**config.mk**
```make
export PLATFORM = sky130hd
export DESIGN_NAME = prbs_slot_engine
export DESIGN_NICKNAME = d
export VERILOG_FILES = /design/src/rtl/prbs_slot_engine.sv
export SDC_FILE = /design/constraint.sdc
export NUM_CORES = 1
export LEC_CHECK = 0
export ABC_AREA = 1
export BUFFER_PORTS_ARGS = -buffer_cell sky130_fd_sc_hd__buf_2
export CAP_MARGIN = 5
export CELL_PAD_IN_SITES_DETAIL_PLACEMENT = 1
export CELL_PAD_IN_SITES_GLOBAL_PLACEMENT = 1
export CORE_ASPECT_RATIO = 0.7
export CORE_UTILIZATION = 38
export DETAILED_ROUTE_END_ITERATION = 7
export HOLD_SLACK_MARGIN = 0.02
export PLACE_DENSITY = 0.76
export SYNTH_ARGS = -nofsm -noshare
export SYNTH_HDL_FRONTEND = slang
export SYNTH_SLANG_ARGS = --single-unit
```
**constraint.sdc**
```tcl
create_clock -name clk -period 2.8 [get_ports clk]
set_clock_uncertainty 0.05 [all_clocks]
set_input_delay 0.14 -clock clk [delete_from_list [all_inputs] [get_ports clk]]
set_output_delay 0.14 -clock clk [all_outputs]
set_load 0.02 [all_outputs]
```
**src/rtl/prbs_slot_engine.sv**
```systemverilog
module prbs_slot_engine #(
  parameter int ERR_W     = 16,
  parameter int LOCK_RUN  = 48,
  parameter int WIN_LEN   = 64,
  parameter int LOSS_ERRS = 6
) (
  input  logic             clk,
  input  logic             rst_n,
  input  logic             bit_stb,
  input  logic             slot_last,
  input  logic             gen_slot,
  input  logic             det_slot,
  input  logic             gen_unf,
  input  logic             det_unf,
  input  logic             gen_n56,
  input  logic             det_n56,
  input  logic [1:0]       pat_sel,
  input  logic [31:0]      rep_pat,
  input  logic [4:0]       rep_last,
  input  logic             rx_bit,
  input  logic             latch_clr,
  output logic             tx_bit,
  output logic             locked,
  output logic [ERR_W-1:0] err_cnt,
  output logic [ERR_W-1:0] err_latched
);
  localparam int RUN_W  = $clog2(LOCK_RUN + 1);
  localparam int WIN_W  = $clog2(WIN_LEN);
  localparam int LOSS_W = $clog2(LOSS_ERRS + 1);

  logic [19:0]       g_s, d_s;
  logic [4:0]        g_idx, d_idx;
  logic [RUN_W-1:0]  run;
  logic [WIN_W-1:0]  win_cnt;
  logic [LOSS_W-1:0] win_err;
  logic [LOSS_W:0]   win_sum;
  logic gen_adv, det_adv, is_rep, short_poly;
  logic g_fb, g_zero, d_fb, d_zero, d_exp, miss, bump;

  assign is_rep     = pat_sel[1];
  assign short_poly = ~pat_sel[0];
  assign gen_adv = bit_stb & (gen_unf | (gen_slot & ~(gen_n56 & slot_last)));
  assign det_adv = bit_stb & (det_unf | (det_slot & ~(det_n56 & slot_last)));

  assign g_fb   = short_poly ? g_s[14] ^ g_s[13] : g_s[19] ^ g_s[16];
  assign g_zero = short_poly ? (g_s[14:0] == '0) : (g_s == '0);
  assign d_fb   = short_poly ? d_s[14] ^ d_s[13] : d_s[19] ^ d_s[16];
  assign d_zero = short_poly ? (d_s[14:0] == '0) : (d_s == '0);

  assign tx_bit  = is_rep ? rep_pat[g_idx] : (g_fb | g_zero);
  assign d_exp   = is_rep ? rep_pat[d_idx] : (d_fb | d_zero);
  assign miss    = rx_bit ^ d_exp;
  assign bump    = det_adv & locked & miss;
  assign win_sum = {1'b0, win_err} + (LOSS_W+1)'(miss);

  always_ff @(posedge clk or negedge rst_n) begin
    if (!rst_n) begin
      g_s   <= '1;
      g_idx <= '0;
    end else if (gen_adv) begin
      if (is_rep) g_idx <= (g_idx == rep_last) ? 5'd0 : g_idx + 5'd1;
      else        g_s   <= {g_s[18:0], tx_bit};
    end
  end

  always_ff @(posedge clk or negedge rst_n) begin
    if (!rst_n) begin
      d_s   <= '1;
      d_idx <= '0;
    end else if (det_adv) begin
      if (is_rep) begin
        if (locked || !miss) d_idx <= (d_idx == rep_last) ? 5'd0 : d_idx + 5'd1;
      end else begin
        d_s <= {d_s[18:0], locked ? d_exp : rx_bit};
      end
    end
  end

  always_ff @(posedge clk or negedge rst_n) begin
    if (!rst_n) begin
      locked  <= 1'b0;
      run     <= '0;
      win_cnt <= '0;
      win_err <= '0;
    end else if (det_adv) begin
      if (!locked) begin
        run <= miss ? '0 : run + 1'b1;
        if (!miss && run == RUN_W'(LOCK_RUN - 1)) begin
          locked  <= 1'b1;
          win_cnt <= '0;
          win_err <= '0;
        end
      end else if (win_sum == (LOSS_W+1)'(LOSS_ERRS)) begin
        locked  <= 1'b0;
        run     <= '0;
        win_cnt <= '0;
        win_err <= '0;
      end else if (win_cnt == WIN_W'(WIN_LEN - 1)) begin
        win_cnt <= '0;
        win_err <= '0;
      end else begin
        win_cnt <= win_cnt + 1'b1;
        win_err <= win_sum[LOSS_W-1:0];
      end
    end
  end

  always_ff @(posedge clk or negedge rst_n) begin
    if (!rst_n) begin
      err_cnt     <= '0;
      err_latched <= '0;
    end else if (latch_clr) begin
      err_latched <= err_cnt;
      err_cnt     <= ERR_W'(bump);
    end else if (bump && err_cnt != '1) begin
      err_cnt <= err_cnt + 1'b1;
    end
  end
endmodule


```
-- After elaboration in Yosys (flattened, before gate mapping)
Index checks and enable logic that the tools add are counted.
- eq/ne operators: 7
- divide/modulo/power cells: 0
- mux-type cells: 29
- $mul: 0
- shift operators: 0
- $add $sub $neg: 6
- $lt $le $gt $ge: 2
- reduce and logical (&&, ||, !) cells: 16
- bitwise gates (word level): 20
- operator list (kind ; number):
    6-bit two-way mux ; 7
    20-bit zero test ; 2
    16-bit two-way mux ; 2
    15-bit zero test ; 2
    16-bit by 1-bit adder with 16-bit output, second input constant ; 1
    16-bit != test, second input constant ; 1
    6-bit by 1-bit adder with 6-bit output, second input constant ; 2
    6-bit == test, second input constant ; 2
    5-bit by 6-bit < comparator with 1-bit output, second input constant ; 2
    1-bit two-way mux ; 12
    3-bit two-way mux ; 4
    5-bit by 1-bit adder with 5-bit output, second input constant ; 2
    1-bit binary-select mux with 5-bit select ; 2
    5-bit == test ; 2
    5-bit two-way mux ; 2
    2-bit AND reduction ; 5
    1-bit AND ; 8
    1-bit bitwise XOR ; 5
    3-bit by 1-bit adder with 4-bit output ; 1
    4-bit by 3-bit == test with 1-bit output, second input constant ; 1
    1-bit OR ; 4
    2-bit nonzero test ; 2
    1-bit NOT ; 3
    3-bit AND reduction ; 1
    4 further kinds ; 5
- latch bits: 0
- register bits after elaboration: 98
- memories: 0
- input bits: 51
- memory bits (read-only): 0
- memory bits (writable): 0
- output and inout port bits: 34

-- Depth between registers and ports, before layout
- depth after elaboration: 10
- mapped depth: 20
- gate-level depth less buffers: 19

-- Least setup slack after synthesis
Ideal clock, no wire load.
- kind: register to register
- start point: register d_idx[0]
- end point: register win_cnt[2]
- arrival: 2.568 ns
- stages on the path, launching flop included: 19
- clock period less this slack: 2.694 ns
- path slack: 0.106 ns
- path through: dfrtp_1 buf_6 buf_4 nand2_1 nand3_1 nand3_1 nand3_1 nand3_1 nand3_1 nand3_2 nand2_4 ha_1 ha_1 xor2_1 nand4_1 nand2_1 a31oi_1 nand3_1 o21ai_1
- longest elaborated chain between the ends: 8
- elaborated cells between the ends (all ways): 12
- those cells by class: add/sub: 1; eq/ne: 1; mux: 5; bitwise: 1; reduce/logical: 4
- RTL lines (element ; RTL line ; source):
    start: declaration ; 32 ; logic [4:0] g_idx, d_idx;
    start signal: assignment ; 72 ; if (locked || !miss) d_idx <= (d_idx == rep_last) ? 5'd0 : d_idx + 5'd1;
    1-bit binary-select mux with 5-bit select (*) ; 51 ; assign d_exp = is_rep ? rep_pat[d_idx] : (d_fb | d_zero);
    1-bit two-way mux (implied by the code) (*) ; 51 ;
    1-bit two-way mux (*) ; 51 ;
    1-bit bitwise XOR (*) ; 52 ; assign miss = rx_bit ^ d_exp;
    3-bit by 1-bit adder with 4-bit output or 1-bit zero test (tied branches) ; 54, 88 ;
    4-bit by 3-bit == test with 1-bit output or 1-bit logical AND (tied branches) ; 93, 88 ;
    6-bit two-way mux or 2-bit nonzero test (tied branches) ; -- ;
    6-bit two-way mux or 2-bit AND reduction (tied branches) ; -- ;
    end signal: assignment ; 102 ; win_cnt <= win_cnt + 1'b1;
    end: declaration ; 34 ; logic [WIN_W-1:0] win_cnt;
Mark *: on every way between the ends. The rest lies on a longest branch, timed or not. The select of a mux whose other input is x is not followed.
A chain may end at the register's enable or synchronous reset.

-- Worst setup path after layout
- start point: register d_idx[0]
- end point: register win_cnt[5]
Same word-level chain as after synthesis.

==> impl_results.md <==
- First-pass GRT wire length: 29,600 um
- Number of global-route vias before repair: 5,808
- Setup violations, final: 2
- Area of the mapped netlist: 0.00569 mm^2
- Synth area leaders: dfrtp_1 (25%), dfstp_2 (18%), nand2_1 (17%)
- CP startpoint kind: register
- Clk sinks: 98
- Yosys top cell by area: dfrtp_1
- # rows: 37
- #FFs+latches synth: 98
- Met1 Use GR: 33.9%
- Routed Antenna Nets: 0
- CTS HTree Levels: 3
- Hold WC Path Type: input port to register
- Yosys Warn Count: 0
- RSZ-0062 raised after global routing: true
- Synthesized area per cell: 7.34 um^2
- Initial Util: 38.8%
- Critical path arrival: 3.09 ns
- GRT Max-Usage Layer: met2
- Area growth, synth to finish: 22.5%
- Post-layout net count: 934
- Worst-path fanout max: 5
- Chip height: 104 um
- Top cells by count, synth: nand2_1 (262), nand3_1 (75), o21ai_0 (71), inv_1 (68), dfrtp_1 (58)
- Routing usage on met3: 3.90%
- Status: finished, violations left
- Relative slew slack: 54.5%
- Actual slew at the worst max-slew pin: 0.682 ns
- CTS Buffer Depth: 2
- Critical path origin: d_idx[0]
- Final Hold Fails: 0
- Via count: 5,648
- Drt pass-1 iters: 4
- Congestion Overflow GR: 0
- Dpl hpwl: 13,300 um
- Clock buffer count from CTS: 9
- Reg2reg path depth: 19
- Routed wire length: 18,100 um
- Async SR Flop Fraction: 100%
- Worst endpoint required time: 3.01 ns
- Synth Instances: 776
- Most frequent cell after synthesis: nand2_1
- Skew-Pair Late Insertion Delay: 0.35 ns
- Post-synth EDFFs: 0
- Endpoint type of the worst setup path: register
- Final setup margin: -0.0735 ns
- Hold slack: 0.116 ns
- Slew Viols, Final: 0
- Achievable Freq: 348 MHz
- Reg2reg setup slack: -0.07 ns
- Sequential fraction of the synthesis area: 44.0%
- TritonCTS clock tree: yes
- DRC errors left: 0
- IO Port Bufs: 84
- Critical setup path kind: register to register
- GPL Wtd Cong: 0.958
- Tot GR Track Use: 24.1%
- Synth Flop Type: dfrtp_1
- PwrDens: 756 mW/mm^2
- Top Ports: 85
- Worst VDD drop: 0.321 mV
- Max_cap viols: 0
- Core Box Area: 0.0147 mm^2
- Setup TNS: -0.110 ns
- Final Non-Filler Cells: 1,076
- Vias per inst: 5.25
- Worst r2r dst: win_cnt[5]
- Setup crit end: win_cnt[5]
- Layout cells sized above 1: 26.0%
- DRT iter0 DRCs: 359
- GRT met2 Usage: 39.0%
- Largest net degree at the start of global routing: 50
- Die width: 148 um
- Distinct cells, synth: 41
- Post-Syn Nets: 834
- DR WL/cell: 16.8 um
- Ant diodes: 0
- R2R Path Start: d_idx[0]
- Top-area cell type share of the netlist area: 25.5%
- Placed cell count: 1,045
- Initial antenna violation count: 0
- Final worst path period share: 103%
- Total Power: 5.27 mW
- Die ar.: 0.0155 mm^2
- Post-layout minimum cycle time: 2.87 ns
- Worst-path clk slew: 0.07 ns
- CTS root buffer: clkbuf_16
- Pre-CTS WS: -0.103 ns
- Failing checks: negative setup slack
- Static Leak: 3.37 nW
## per-layer routing
| metal | part of all wire, % | vias up |
|---|---|---|
| met1 | 49 | 2821 |
| met5 | 0 | - |
| met2 | 47 | 79 |
| li1 | - | 2734 |
| met3 | 3.3 | 14 |
| met4 | 0.76 | 0 |
## per-stage QoR
stage	util (%)	instance area (um^2)
2_1_floorplan	-	5690
6_report	47.5	6980
3_5_place_dp	43.4	6360
4_1_cts	46.1	6760
5_1_grt	47.5	6980
3_3_place_gp	43.4	6360
## cells by family (layout without fill, tap and decap cells)
kind of cell	after synthesis	count (layout)	share of synthesized area (%)
adder cells (fa/ha/maj)	7	7	1.54
AND/OR/NAND/NOR	429	429	32.6
buffers and inverters	103	208	7.71
AO/OA/AOI/OAI	123	123	11.8
flip-flops	98	98	44.0
XOR/XNOR	16	16	2.46
## cells in the final DEF (no fill, tap or decap), types with 3 or more instances in the layout
| cell type | Yosys | routed |
|---|---|---|
| o22ai_1 | 12 | 12 |
| nand3_2 | 3 | 20 |
| clkbuf_16 | 0 | 9 |
| buf_6 | 4 | 7 |
| a21oi_1 | 15 | 15 |
| nand2_2 | 2 | 10 |
| buf_4 | 5 | 25 |
| nor4_1 | 4 | 4 |
| inv_1 | 68 | 68 |
| o21a_1 | 3 | 3 |
| nand2_4 | 3 | 4 |
| clkinv_1 | 1 | 3 |
| ha_1 | 7 | 5 |
| nand2_1 | 262 | 253 |
| o21ai_0 | 71 | 71 |
| nor2_1 | 51 | 49 |
| nand4_1 | 13 | 13 |
| nand3_1 | 75 | 57 |
| dfrtp_1 | 58 | 56 |
| xnor2_1 | 5 | 5 |
| o211ai_1 | 4 | 4 |
| or2_2 | 4 | 4 |
| o21ai_1 | 9 | 7 |
| buf_2 | 1 | 83 |
| xor2_1 | 11 | 10 |
| dfstp_2 | 40 | 40 |
| nor2_2 | 2 | 4 |
## critical path, cell delays in order (launching register included)
cell and delay (ns):
dfrtp_2 0.45, clkinvlp_4 0.18, buf_6 0.15, nand2_1 0.06
nand3_2 0.10, nand3_2 0.08, nand3_2 0.07, nand3_2 0.09
nand3_2 0.09, nand3_2 0.12, nand2_4 0.07, ha_4 0.17
ha_4 0.15, xor2_2 0.15, nand4_1 0.12, nand2_2 0.11
a31oi_4 0.19, buf_6 0.15, nand2_1 0.07, o21ai_1 0.17
## final cells by class
cell class                 count  area, um^2
clock buffer                   9         225
clock inverter                 7        52.6
fill                        1853        7700
inverter                      73         279
multi-input combinational    575        2940
sequential                    98        2500
tap                          195         244
timing repair buffer         118         727
timing repair inverter         1        7.51
## what timing repair did
| action | CTS | global route |
|---|---|---|
| hold buffers | 1 | 0 |
| cloned | 1 | 0 |
| endpoints found under the hold margin | 48 | 0 |
| setup buffers | 7 | 6 |
| pin swaps | 5 | 22 |
| gates resized for setup | 14 | 38 |
| endpoints found under the setup margin | 12 | 15 |
## power breakdown
part | internal, mW | total (mW) | leakage [nW] | switching (mW)
clock network | 0.612 | 1.19 | 0.133 | 0.574
registers | 1.77 | 2.06 | 1.20 | 0.293
logic | 0.782 | 2.03 | 2.03 | 1.25
total | 3.16 | 5.27 | 3.37 | 2.11
## how the worst min path moves through the flow
stage                       from          end  slack (ns)  depth (start not counted)
after global routing      rx_bit       d_s[0]        0.15                          3
after detailed placement   rst_n  err_cnt[11]        0.18                          1
final                     rx_bit       d_s[0]        0.12                          3
after global placement     rst_n  err_cnt[15]        0.17                          1
after floorplan            rst_n     d_idx[0]       -0.21                          0
after CTS                 rx_bit       d_s[0]        0.11                          3
## flip-flops by register name, indices dropped and copies added (netlist names)
name         cells
win_cnt          6
d_s             20
run              6
win_err          3
g_s             20
locked           1
err_cnt         16
d_idx            5
g_idx            5
err_latched     16
(Power assumes the default switching activity.)
